**src/rtl/sbg_pkg.sv**
```systemverilog
package sbg_pkg;
  // Source of the serial clock pin toggle.
  typedef enum logic [1:0] {
    SRC_SER  = 2'd0,  // toggle on each serial clock pulse (synchronous)
    SRC_SLOW = 2'd1,  // toggle every OUT_DIV/2 serial pulses (1x bit rate)
    SRC_FAST = 2'd2   // toggle on each pre-halving pulse (16x bit rate)
  } sclk_src_e;

  function automatic sclk_src_e pick_src(input logic sync_m, input logic fast);
    if (sync_m)    return SRC_SER;
    else if (fast) return SRC_FAST;
    else           return SRC_SLOW;
  endfunction
endpackage

```
**src/rtl/sbg_prescaler.sv**
```systemverilog
module sbg_prescaler #(
  parameter int RATIO = 8
) (
  input  logic clk,
  input  logic rst,
  input  logic sel,
  output logic hit
);
  localparam int W = (RATIO > 1) ? $clog2(RATIO) : 1;

  logic [W-1:0] cnt;

  assign hit = (cnt == '0);

  // New selection takes effect only at terminal count.
  always_ff @(posedge clk) begin
    if (rst)      cnt <= '0;
    else if (hit) cnt <= sel ? W'(RATIO - 1) : '0;
    else          cnt <= cnt - 1'b1;
  end
endmodule

```
**src/rtl/sbg_divider.sv**
```systemverilog
module sbg_divider #(
  parameter int DIV_W = 12
) (
  input  logic             clk,
  input  logic             rst,
  input  logic             step,
  input  logic [DIV_W-1:0] ratio_m1,
  output logic             div_hit,
  output logic             ser_hit
);
  logic [DIV_W-1:0] dcnt;
  logic             half;

  assign div_hit = step && (dcnt == '0);
  assign ser_hit = div_hit && half;

  // Ratio is reloaded only when the count expires.
  always_ff @(posedge clk) begin
    if (rst) begin
      dcnt <= '0;
      half <= 1'b0;
    end else if (step) begin
      if (dcnt == '0) begin
        dcnt <= ratio_m1;
        half <= ~half;
      end else begin
        dcnt <= dcnt - 1'b1;
      end
    end
  end
endmodule

```
**src/rtl/sbg_sclk_gen.sv**
```systemverilog
module sbg_sclk_gen
  import sbg_pkg::*;
#(
  parameter int OUT_DIV = 16
) (
  input  logic clk,
  input  logic rst,
  input  logic div_hit,
  input  logic ser_hit,
  input  logic sync_m,
  input  logic fast,
  input  logic tx_ext,
  input  logic rx_ext,
  output logic en_q,
  output logic tick_q,
  output logic sclk_q,
  output logic oe_q
);
  localparam int HALF = OUT_DIV / 2;
  localparam int CW   = (HALF > 1) ? $clog2(HALF) : 1;

  logic [CW-1:0] ocnt;
  logic          ocnt_last;
  logic          tog;
  sclk_src_e     src;

  assign ocnt_last = (ocnt == CW'(HALF - 1));
  assign src       = pick_src(sync_m, fast);

  always_comb begin
    unique case (src)
      SRC_SER:  tog = ser_hit;
      SRC_SLOW: tog = ser_hit && ocnt_last;
      SRC_FAST: tog = div_hit;
      default:  tog = 1'b0;
    endcase
  end

  always_ff @(posedge clk) begin
    if (rst) begin
      ocnt   <= '0;
      en_q   <= 1'b0;
      tick_q <= 1'b0;
      sclk_q <= 1'b0;
      oe_q   <= 1'b0;
    end else begin
      if (ser_hit) ocnt <= ocnt_last ? '0 : ocnt + 1'b1;
      en_q   <= ser_hit;
      tick_q <= ser_hit && !sync_m;
      if (tog) sclk_q <= ~sclk_q;
      oe_q   <= !(tx_ext || rx_ext);
    end
  end
endmodule

```
**src/rtl/sci_baud_gen.sv**
```systemverilog
module sci_baud_gen #(
  parameter int DIV_W   = 12,
  parameter int PRE_DIV = 8,
  parameter int OUT_DIV = 16
) (
  input  logic             clk,
  input  logic             rst,
  input  logic             soft_rst,
  input  logic [DIV_W-1:0] div_ratio,
  input  logic             pre_sel,
  input  logic             out_fast,
  input  logic             sync_mode,
  input  logic             tx_ext_clk,
  input  logic             rx_ext_clk,
  output logic             ser_clk_en,
  output logic             tick_x16,
  output logic             sclk_out,
  output logic             sclk_oe
);
  logic any_rst;
  logic pre_hit;
  logic div_hit;
  logic ser_hit;

  assign any_rst = rst || soft_rst;

  sbg_prescaler #(.RATIO(PRE_DIV)) i_pre (
    .clk (clk),
    .rst (any_rst),
    .sel (pre_sel),
    .hit (pre_hit)
  );

  sbg_divider #(.DIV_W(DIV_W)) i_div (
    .clk      (clk),
    .rst      (any_rst),
    .step     (pre_hit),
    .ratio_m1 (div_ratio),
    .div_hit  (div_hit),
    .ser_hit  (ser_hit)
  );

  sbg_sclk_gen #(.OUT_DIV(OUT_DIV)) i_out (
    .clk     (clk),
    .rst     (any_rst),
    .div_hit (div_hit),
    .ser_hit (ser_hit),
    .sync_m  (sync_mode),
    .fast    (out_fast),
    .tx_ext  (tx_ext_clk),
    .rx_ext  (rx_ext_clk),
    .en_q    (ser_clk_en),
    .tick_q  (tick_x16),
    .sclk_q  (sclk_out),
    .oe_q    (sclk_oe)
  );
endmodule

```
**config.mk**
```make
export PLATFORM = sky130hd
export DESIGN_NAME = sci_baud_gen
export DESIGN_NICKNAME = d
export VERILOG_FILES = /design/src/rtl/sbg_pkg.sv /design/src/rtl/sbg_prescaler.sv /design/src/rtl/sbg_divider.sv /design/src/rtl/sbg_sclk_gen.sv /design/src/rtl/sci_baud_gen.sv
export SDC_FILE = /design/constraint.sdc
export NUM_CORES = 1
export LEC_CHECK = 0
export ABC_AREA = 0
export BUFFER_PORTS_ARGS = -buffer_cell sky130_fd_sc_hd__buf_2
export CORE_MARGIN = 4
export CORE_UTILIZATION = 49
export CTS_BUF_LIST = sky130_fd_sc_hd__clkbuf_16
export DETAILED_ROUTE_END_ITERATION = 16
export PLACE_DENSITY = 0.84
export SLEW_MARGIN = 20
export SYNTH_ARGS = -nofsm -noshare
export SYNTH_HDL_FRONTEND = slang
export SYNTH_SLANG_ARGS = --single-unit
```
**constraint.sdc**
```tcl
create_clock -name clk -period 2.6 [get_ports clk]
set_input_delay 0.13 -clock clk [delete_from_list [all_inputs] [get_ports clk]]
set_output_delay 0.13 -clock clk [all_outputs]
set_load 0.01 [all_outputs]
```
==> results by stage, run 1 <==
Outcome:
- The flow ran to the end, and the final reports show no timing, DRC or antenna violations.

Setup path:
- The required arrival time at the worst endpoint is 2.75 ns.
- The critical path startpoint category is a flip-flop.
- In this run the worst path has a maximum fanout of 8.
- Traced cell by cell, the critical path runs through inv_1 > ha_1 > or3b_1 > nor4_4 > a21oi_1 > a31o_2.
- The start point of the critical path is i_div.dcnt[0].
- The type of the worst setup path is reg2reg.
- The path depth of the worst reg2reg path is 6.
- The kind of capture point of the worst setup path is a flip-flop.
- The register-to-register setup slack is 0.51 ns.
- The worst register-to-register path begins at i_div.dcnt[0].
- The largest stage delay on the critical path is 0.53 ns.
- The highest-delay cell along the critical path is nor4_4.
- The reg-to-reg endpoint is i_out.sclk_q.
- Data on the critical path arrives at its endpoint at 2.24 ns.

Hold path:
- The tightest min-delay check is of the in2reg type.
- The path with the worst hold slack has its endpoint at i_out.oe_q.
- The number of cells on the worst hold path is 2.
- The worst hold path begins at tx_ext_clk.

Pwr:
- Total power for the finished layout comes to 1.40 mW.
- The worst-case vdd ir drop is 469 uV.
- The static leakage power is 0.582 nW.
- The power density relative to cell area is 989 nW/um^2.

Floorplan:
- The height of the chip is 57.7 um.
- The area of the core is 2280 sq um.
- The initial standard-cell utilization of the core is 53.2%.
- The die area is 3330 sq um.
- Measured along the x axis, the die boundary spans 57.7 um.
- The floorplan has 17 rows.
- The number of I/O pins is 24.

Logic synthesis:
- Counting every net in the synthesized netlist gives 167.
- The share of the Yosys chip area taken by registers is 38.0%.
- The yosys synthesis warning count is 0.
- Of all flip-flops after synthesis, the portion carrying an async set or reset was 0%.
- The number of storage elements in the synthesis netlist is 23.
- The number of unique standard cell types used by synthesis is 39.
- The gate count of the mapped netlist is 142.
- The average cell area after synthesis is 8.53 sq um.
- The most used flip-flop cell after synthesis is dfxtp_1.
- After synthesis the cells add up to 1210 sq um.
- The synthesized design contains 0 enable-type register cells.

Timing:
- The shortest period the worst path allows is 2.09 ns.
- Setup slack closes at 0.513 ns.
- Setup violations remaining at the end of the flow were counted as 0.
- The final number of max-transition violations is 0.
- At the pin with the least slew margin, the transition time is 0.624 ns.
- Static timing analysis puts the maximum clock frequency at 479 MHz.
- Summed over all failing endpoints, the final setup total negative slack is 0 ns.
- Setup repair after global routing left no endpoint under its margin.
- The final number of hold-violating endpoints is 0.
- The clock skew after layout is 0.00236 ns.
- After layout, the worst path uses 80.3% of the clock period.
- Headroom to the max-slew limit came out at 58.4%.

Global route:
- The via count of the first global-routing pass is 1154.
- The global-route usage over all layers is 18.7%.
- The first global-routing pass estimated 5000 um of wire.
- Summed over all layers, the global routing overflow is 0.
- The initial antenna violation count was 0.
- Entering global routing, the biggest net connects 21 pins.

Routing:
- After detailed routing, the average wire length per cell comes to 15.2 um.
- The vias after detailed routing is 1160.
- The detailed-routing iteration count for the pre-antenna-repair pass is 4.
- The per-cell via count in the routed design is 6.07.
- The detailed router's first-iteration violation count is 33.
- In the routed design, unresolved DRC markers number 0.
- The final wirelength is 2900 um.
- Once detail routing completed, the nets flagged for antenna violations numbered 0.

Placed design:
- The congestion estimate from routability-driven global placement came to 0.884.
- The count of input and output buffers is 23.
- The pre-CTS setup slack is 0.549 ns.
- The half-perimeter wire length after detailed placement is 2070 um.

Clocking:
- The number of setup buffers added after CTS is 0.
- Hold repair after CTS inserted 0 buffers.
- The depth of the CTS H-tree is 1.
- Gates resized during post-CTS repair numbered 0.
- The number of buffers created by CTS is 3.
- Clock-pin slew was measured on the worst setup and hold paths at 0.06 ns.
- In this run the deepest clock path goes through 2 buffers.
- TritonCTS built the clock tree.
- The total clock sinks is 23.
- The clock tree root buffer cell is clkbuf_16.
- The clock latency on the worst-skew pair is 0.26 ns.

Finish:
- The count of inserted antenna diode cells is 0.
- The final-layout fill cell count is 197.
- Relative to the synthesized area, the layout overhead comes to 16.9%.
- The net count reported at finish is 189.
- Cells with a size suffix above 1 make up 21.5% of the layout.

Flow run:
- The max-cap violation count is 0.
==> how the worst max path moves through the flow <==
stage | cells past startpoint | to | slack (ns)
after floorplan | 7 | i_out.sclk_q | 0.72
after global placement | 6 | i_out.sclk_q | 0.64
after detailed placement | 6 | i_out.sclk_q | 0.55
after CTS | 6 | i_out.sclk_q | 0.52
after global routing | 6 | i_out.ocnt[0] | 0.35
final | 6 | i_out.sclk_q | 0.51
==> cells by family (layout without fill, tap and decap cells) <==
kind of cell    after synthesis  count (layout)  share of synthesized area, %
simple gates                 54              54                          25.5
compound gates               40              40                          21.3
flops                        23              23                          38.0
buf+inv                      13              34                          4.24
mux                           6               6                          5.06
fa+ha+maj                     5               5                          5.17
xor+xnor                      1               1                         0.723
==> layer usage <==
metal  share of wire, %  vias to the layer above  global-route usage (%)
met5                  0                        -                       0
met4                1.4                        0                    8.28
met3                5.6                        5                    3.34
met2                 51                       36                    30.0
met1                 42                      544                    24.4
li1                   -                      575                       -
==> worst max-delay path: cells and delay by family (launching register included) <==
family | cells | cell delay, ns
AOI/OAI and AO/OA | 2 | 0.35
adders and majority gates | 1 | 0.17
buffers and inverters | 1 | 0.09
DFF | 1 | 0.35
and+or+nand+nor | 2 | 1.01
==> state kept, by name, summed over array words and instances (netlist names) <==
name          count
i_out.sclk_q      1
i_out.en_q        1
i_div.dcnt       12
i_out.ocnt        3
i_div.half        1
i_out.tick_q      1
i_out.oe_q        1
i_pre.cnt         3
==> placed cells by master, fill, tap and decap left out, drive strengths merged, types with 6 or more instances in the layout <==
master / count
dfxtp: 23
nor2: 9
inv: 7
nand2: 12
nor4: 7
buf: 23
nor3: 6
o21ai: 11
a21oi: 9
==> through the flow <==
step	instances	util (%)	instance area, sq um	hold slack [ns]
2_1_floorplan	142	-	1210	0.207
3_3_place_gp	187	58.7	1340	0.293
3_5_place_dp	187	58.7	1340	0.300
4_1_cts	191	62.2	1420	0.0277
5_1_grt	191	62.2	1420	0.0613
6_report	191	62.2	1420	0.0270
==> synth_stat cells (all sizes together) (3+ instances only) <==
cell | instances | share of area [%]
or4 | 4 | 3.1
ha | 5 | 5.2
mux2i | 5 | 4.1
nor4 | 7 | 4.9
nand2 | 12 | 3.7
dfxtp | 23 | 38
clkbuf | 4 | 1.2
nor3 | 6 | 2.5
o22ai | 3 | 1.5
a21oi | 9 | 3.7
inv | 7 | 2.2
a211oi | 4 | 2.5
o21ai | 11 | 4.5
nand3 | 3 | 1.2
nor2 | 9 | 2.8
==> power breakdown <==
group	total, mW	internal (mW)	switching (mW)
Sequential	0.467	0.399	0.0676
Clock	0.334	0.207	0.127
Combinational	0.600	0.261	0.339
==> area by class of cell <==
type                    count  area, sq um  share of cell area, %
inverters                   7         26.3                   1.86
clock inverters             1         5.00                  0.353
multi-input cells         106          699                   49.4
clock buffers               3         75.1                   5.30
flip-flops and latches     23          460                   32.5
well taps                  28         35.0                   2.47
repair buffers             23          115                   8.13
No activity file was read; power rests on OpenSTA's default activity.
==> inputs of run 2 (changes only) <==
==> constraint.sdc (replaced) <==
create_clock -name clk -period 2 [get_ports clk]
set_input_delay 0.1 -clock clk [delete_from_list [all_inputs] [get_ports clk]]
set_output_delay 0.1 -clock clk [all_outputs]
set_load 0.01 [all_outputs]
==> results by stage, run 2 (synthesized netlist as in run 1, its figures left out) <==
Clocking:
- The number of buffers created by CTS is 3 (unchanged).
- The total clock sinks is 23 (unchanged).
- The clock tree from TritonCTS is done.
- The depth of the CTS H-tree is 1 (unchanged).
- The clock transition at the registers of the reported paths is 0.06 ns (about the same).
- The clock latency on the worst-skew pair is 0.26 ns (about the same).
- The maximum count of clock buffers along a single path is 2 (unchanged).
- Clock tree synthesis selected as its root buffer the cell clkbuf_16.

Setup path:
- The number of logic stages on the critical path including buffering is 7 (+1).
- The kind of cell with the highest combined delay along the critical path is simple AND/OR/NAND/NOR gates.
- The largest stage delay on the critical path was 0.40 ns (-0.13 ns).
- The type of the worst setup path is reg2reg.
- Following the worst setup path forward leads to its endpoint at i_div.dcnt[10].
- The worst register-to-register path ends at i_div.dcnt[10].
- The buffering stage count on the worst path with inverters included is 2 (+1).
- The register-to-register setup slack is 0.06 ns (-0.45 ns).
- The signal on the critical path passes through inv_1 > ha_2 > or3b_4 > buf_4 > or3_1 > o211ai_1 > o31ai_1.
- The path depth of the worst reg2reg path is 7 (+1).
- The kind of capture point of the worst setup path is a flip-flop.
- The biggest fanout along the worst timing path was 5 (-3).
- Among all stages on the critical path, the largest delay is contributed by or3b_4.
- The start point of the critical path is i_div.dcnt[0].
- The worst reg2reg path startpoint is i_div.dcnt[0].
- The arrival time of the worst setup path is 2.07 ns (-0.17 ns).
- The required arrival time at the worst endpoint was 2.13 ns (-0.62 ns).
- The worst setup path is launched from a flip-flop.

Finish:
- The fraction of layout cells with a size suffix above 1 is 29.1% (+7.6 points).
- The number of flip-flops in the largest register is 12 (unchanged).
- The count of inserted antenna diode cells was 0 (unchanged).
- The net count reported at finish came to 198 (+4.8%).
- In the layout the commonest cells are buf_2, dfxtp_1, nand2_1.
- Compared with the post-synthesis result, the final layout area differs by 26.2%.
- The final-layout fill cell count came to 189 (-4.1%).
- The most common cell after layout, fill and taps aside is buf_2.
- The register with the most flip-flops is i_div.dcnt.
- The number of non-filler instances in the completed layout is 200 (+4.7%).
- In the final layout, the registers with the most flip-flops are i_div.dcnt x12, i_out.ocnt x3, i_pre.cnt x3.

Floorplan:
- The die area is 3330 sq um (unchanged).
- The height of the chip is 57.7 um (unchanged).
- The area of the core came to 2280 sq um (unchanged).
- The number of I/O pins is 24 (unchanged).
- The initial standard-cell utilization of the core is 53.2% (unchanged).
- The floorplan die width was 57.7 um (unchanged).
- The number of rows created at floorplan is 17 (unchanged).

Routing:
- The remaining antenna violation count came to 0 (unchanged).
- The highest layer touched by signal routing is met4.
- The detailed router's first-iteration violation count came to 69 (+110%).
- The post-detailed-route wirelength per cell is 15.8 um (+4.0%).
- The number of DRC violations after detailed routing came to 0 (unchanged).
- The routed length on met2 came to 1570 um (+6.9%).
- The met1 wire length was 1340 um (+9.5%).
- The total met3 wirelength after detailed routing is 187 um (+16%).
- The per-cell via count in the routed design is 6.22 (+2.4%).
- The vias after detailed routing is 1244 (+7.2%).
- The final wirelength is 3150 um (+8.9%).
- The detailed-routing iteration count for the pre-antenna-repair pass is 4 (unchanged).

Pwr:
- The worst-case vdd ir drop is 849 uV (+81%).
- The static leakage power was 0.631 nW (+8.4%).
- The power density relative to cell area is 1330 nW/um^2 (+34%).
- The total power of the final layout is 2.03 mW (+45%).

Timing:
- The setup-violating endpoint count in the final report is 0 (unchanged).
- The top achievable clock speed is 517 MHz (+7.8%).
- The ratio of final minimum period to clock period is 96.8% (+16 points).
- The max-slew headroom at the worst pin is 67.2% (+8.8 points).
- The post-layout worst setup margin is 0.0646 ns (-0.448 ns).
- The shortest period the worst path allows was 1.94 ns (-0.152 ns).
- The accumulated negative setup slack is 0 ns (unchanged).
- The final number of max-transition violations came to 0 (unchanged).
- The smallest hold slack is -0.00159 ns (-0.0285 ns).
- The actual slew at the worst max-slew pin is 0.487 ns (-0.137 ns).
- The final number of hold-violating endpoints is 1 (+1).
- The clock skew after layout came to 0.00335 ns (+0.000990 ns).

Outcome:
- The flow ran to the end, but the final reports show violations.
- The checks that failed: hold timing.

Placed design:
- The number of placed instances with taps included is 194 (+3.7%).
- The count of input and output buffers was 23 (unchanged).
- The half-perimeter wire length after detailed placement is 2180 um (+5.3%).
- The placer congestion estimate was 0.797 (-9.8%).
- The pre-CTS setup slack came to 0.0440 ns (-0.506 ns).

Global route:
- The pin count of the biggest net entering global routing is 21 (unchanged).
- The global-route wire length before repair is 5180 um (+3.7%).
- The via count of the first global-routing pass is 1195 (+3.6%).
- The initial antenna violation count is 0 (unchanged).
- The global-route usage over all layers was 19.3% (+0.63 points).
- The total global routing overflow is 0 (unchanged).

Flow run:
- The max-cap violation count is 0 (unchanged).

Hold path:
- The type of the most critical hold path is in2reg.
-- run 2: cell type report --
class / count / area (sq um) / share of cell area, %
clock inverter: 1 / 5.00 / 0.327
sequential: 23 / 463 / 30.3
inverter: 7 / 26.3 / 1.72
clock buffer: 3 / 75.1 / 4.91
multi-input combinational: 106 / 739 / 48.4
tap: 28 / 35.0 / 2.29
timing repair buffer: 32 / 185 / 12.1
-- run 2: metal layers --
| layer | vias to the layer above | global-route usage, % |
|---|---|---|
| li1 | 597 | - |
| met1 | 593 | 24.9 |
| met2 | 46 | 31.8 |
| met3 | 8 | 3.56 |
| met4 | 0 | 7.62 |
| met5 | - | 0 |
-- run 2: repair_timing --
item                                    4_1_cts  5_1_grt
hold buffers                                  1        0
gates resized for setup                       0        9
endpoints found under the setup margin        0        6
setup buffers                                 0        1
hold endpoints to repair                      1        0
-- run 2: worst register-to-register path, cell delays in order, from the launching register on --
cell,delay (ns)
dfxtp_2,0.34
inv_1,0.08
ha_2,0.18
or3b_4,0.40
buf_4,0.17
or3_1,0.36
o211ai_1,0.18
o31ai_1,0.10
-- run 2: metrics by stage --
stage	instance area, sq um	utilization, %	hold WS, ns
after detailed placement	1390	61.0	0.271
final	1530	67.2	-0.00159
after global routing	1530	67.2	0.0156
after global placement	1390	61.0	0.263
after CTS	1480	65.0	0.00376
after floorplan	1210	-	0.177
-- run 2: worst min-delay path by stage --
stage	from	to	slack, ns	cells after the start
CTS	rx_ext_clk	i_out.oe_q	0.004	2
finish	rx_ext_clk	i_out.oe_q	-0.002	2
global placement	tx_ext_clk	i_out.oe_q	0.26	2
global route	rx_ext_clk	i_out.oe_q	0.02	2
floorplan	tx_ext_clk	i_out.oe_q	0.18	1
detailed placement	tx_ext_clk	i_out.oe_q	0.27	2
-- run 2: where the power goes --
part           internal, mW  switching, mW
Clock                 0.269          0.165
Sequential            0.520         0.0975
Combinational         0.473          0.503
Total                  1.26          0.766
==> inputs of run 3 (changes only) <==
==> constraint.sdc (replaced) <==
create_clock -name clk -period 2.5 [get_ports clk]
set_input_delay 0.125 -clock clk [delete_from_list [all_inputs] [get_ports clk]]
set_output_delay 0.125 -clock clk [all_outputs]
set_load 0.01 [all_outputs]
==> results by stage, run 3 (synthesized netlist as in run 1, its figures left out) <==
Flow run:
- The max-cap violation count came to 0 (unchanged).

Timing:
- The shortest period the worst path allows came to 2.12 ns (+0.183 ns).
- The ratio of final minimum period to clock period is 84.7% (-12 points).
- The setup-violating endpoint count in the final report is 0 (unchanged).
- The accumulated negative setup slack is 0 ns (unchanged).
- Setup repair after global routing left no endpoint under its margin.
- The smallest hold slack is 0.0270 ns (+0.0285 ns).
- The clock skew after layout is 0.00444 ns (+0.00108 ns).
- The top achievable clock speed is 472 MHz (-8.6%).
- The final number of hold-violating endpoints is 0 (-1).
- The final number of max-transition violations was 0 (unchanged).
- The actual slew at the worst max-slew pin came to 0.627 ns (+0.140 ns).
- The max-slew headroom at the worst pin was 58.2% (-9.0 points).

Setup path:
- The critical path is of the reg2reg type.
- The biggest fanout along the worst timing path is 11 (+6).
- The critical path startpoint category is a flip-flop.
- The largest stage delay on the critical path is 0.47 ns (+0.07 ns).
- STA classifies the critical path endpoint as a flip-flop.
- Walking the worst path, the cells encountered are inv_1 > ha_1 > nor3b_1 > nand3_1 > a2111oi_2 > o22ai_1.
- The start point of the critical path is i_div.dcnt[0].
- The arrival time of the worst setup path is 2.25 ns (+0.18 ns).
- The required arrival time at the worst endpoint came to 2.63 ns (+0.50 ns).
- The worst reg2reg path startpoint is i_div.dcnt[0].
- The highest-delay cell along the critical path is nand3_1.

Hold path:
- The hold path startpoint is rx_ext_clk.
- The min-delay analysis places its worst path in the category in2reg.

Finish:
- The number of flip-flops in the largest register is 12 (unchanged).
- The final design utilization is 62.6% (-4.6 points).
- The number of non-filler instances in the completed layout is 192 (-4.0%).
- From synthesis to final layout, the design area changed by 17.6%.
- The area occupied by multi-input gates is 699 sq um (-5.4%).
- In the final layout, the registers with the most flip-flops are i_div.dcnt x12, i_out.ocnt x3, i_pre.cnt x3.
- The area used by sequential logic in the layout is 460 sq um (-0.54%).
- The fraction of layout cells with a size suffix above 1 came to 22.0% (-7.1 points).
- The net count reported at finish is 190 (-4.0%).
- In the layout the commonest cells are dfxtp_1, buf_2, nand2_1.
- The final-layout fill cell count is 198 (+4.8%).
- The count of inserted antenna diode cells is 0 (unchanged).
- The register with the most flip-flops is i_div.dcnt.

Clocking:
- The number of setup buffers added after CTS was 0 (unchanged).
- The clock transition at the registers of the reported paths is 0.06 ns (about the same).
- CTS placed an instance of clkbuf_16 at the clock tree root.
- The total clock sinks was 23 (unchanged).
- The count of hold-fix buffers inserted at cts was 0 (-1).
- The total of cells resized after clock tree synthesis is 0 (unchanged).
- The number of buffers created by CTS is 3 (unchanged).
- The depth of the CTS H-tree is 1 (unchanged).
- TritonCTS built the clock tree.
- The maximum count of clock buffers along a single path is 2 (unchanged).
- The clock latency on the worst-skew pair was 0.26 ns (about the same).

Global route:
- The via count of the first global-routing pass is 1132 (-5.3%).
- The global-route usage over all layers was 19.0% (-0.33 points).
- The global-route wire length before repair is 5000 um (-3.6%).
- The initial antenna violation count is 0 (unchanged).
- The pin count of the biggest net entering global routing is 21 (unchanged).
- The total global routing overflow is 0 (unchanged).

Floorplan:
- The area of the core is 2280 sq um (unchanged).
- The number of rows created at floorplan is 17 (unchanged).
- The height of the chip is 57.7 um (unchanged).
- The initial standard-cell utilization of the core is 53.2% (unchanged).
- The floorplan die width came to 57.7 um (unchanged).
- The number of I/O pins is 24 (unchanged).
- The die area was 3330 sq um (unchanged).

Placed design:
- The count of input and output buffers is 23 (unchanged).
- The placer congestion estimate is 0.883 (+11%).
- The number of placed instances with taps included is 188 (-3.1%).
- The half-perimeter wire length after detailed placement is 2120 um (-2.5%).

Pwr:
- The total power of the final layout is 1.47 mW (-27%).
- The static leakage power is 0.587 nW (-7.0%).
- The worst-case vdd ir drop is 568 uV (-33%).
- The power density relative to cell area came to 1030 nW/um^2 (-22%).

Routing:
- The per-cell via count in the routed design came to 6.10 (-1.9%).
- The post-detailed-route wirelength per cell is 15.8 um (+0.10%).
- The remaining antenna violation count is 0 (unchanged).
- The final wirelength is 3030 um (-3.9%).
- The detailed-routing iteration count for the pre-antenna-repair pass is 4 (unchanged).
- The number of DRC violations after detailed routing is 0 (unchanged).
- The vias after detailed routing is 1171 (-5.9%).
- The detailed router's first-iteration violation count came to 64 (-7.2%).

Outcome:
- The flow ran to the end, and the final reports show no timing, DRC or antenna violations.
==> run 3: cell count changes in the layout (fill, tap and decap cells not counted), sizes merged <==
| cell | change |
|---|---|
| dlygate4sd3 | -1 |
| buf | -7 |
==> run 3: area by class of cell <==
cell class                      instances  area share (%)
Clock inverter                          1           0.351
Inverter                                7            1.85
Sequential cell                        23            32.3
Clock buffer                            3            5.27
Timing Repair Buffer                   24            8.61
Multi-Input combinational cell        106            49.1
Tap cell                               28            2.46
==> run 3: path summary, 6_finish.rpt <==
path	to	slack, ns	cells past startpoint
max	i_div.dcnt[9]	0.38	6
min	i_out.oe_q	0.03	2
max reg2reg	i_div.dcnt[9]	0.38	6
min reg2reg	i_pre.cnt[0]	0.45	1
==> run 3: per-layer routing <==
layer | GRT usage, % | share of wire (%) | vias up
met5 | 0 | 0 | -
met4 | 7.95 | 0.96 | 0
met3 | 3.79 | 7.5 | 4
met2 | 34.0 | 51 | 49
met1 | 21.8 | 40 | 537
li1 | - | - | 581
==> run 3: per-stage QoR <==
| step | worst slack, ns | instance area [sq um] |
|---|---|---|
| after global placement | 0.541 | 1340 |
| after CTS | 0.410 | 1420 |
| after global routing | 0.216 | 1420 |
| after floorplan | 0.615 | 1210 |
| after detailed placement | 0.465 | 1340 |
| final | 0.382 | 1420 |
==> run 3: power breakdown <==
part	internal (mW)	total (mW)	leakage, nW	switching [mW]
logic	0.275	0.641	0.359	0.366
clock network	0.215	0.345	0.0409	0.130
registers	0.415	0.486	0.187	0.0706
total	0.905	1.47	0.587	0.566
==> run 3: worst max-delay path, delay by kind of cell (launching register included) <==
kind | cells | cell delay [ns]
buf+inv | 1 | 0.10
fa+ha+maj | 1 | 0.18
simple gates | 2 | 0.82
flops | 1 | 0.35
compound gates | 2 | 0.54
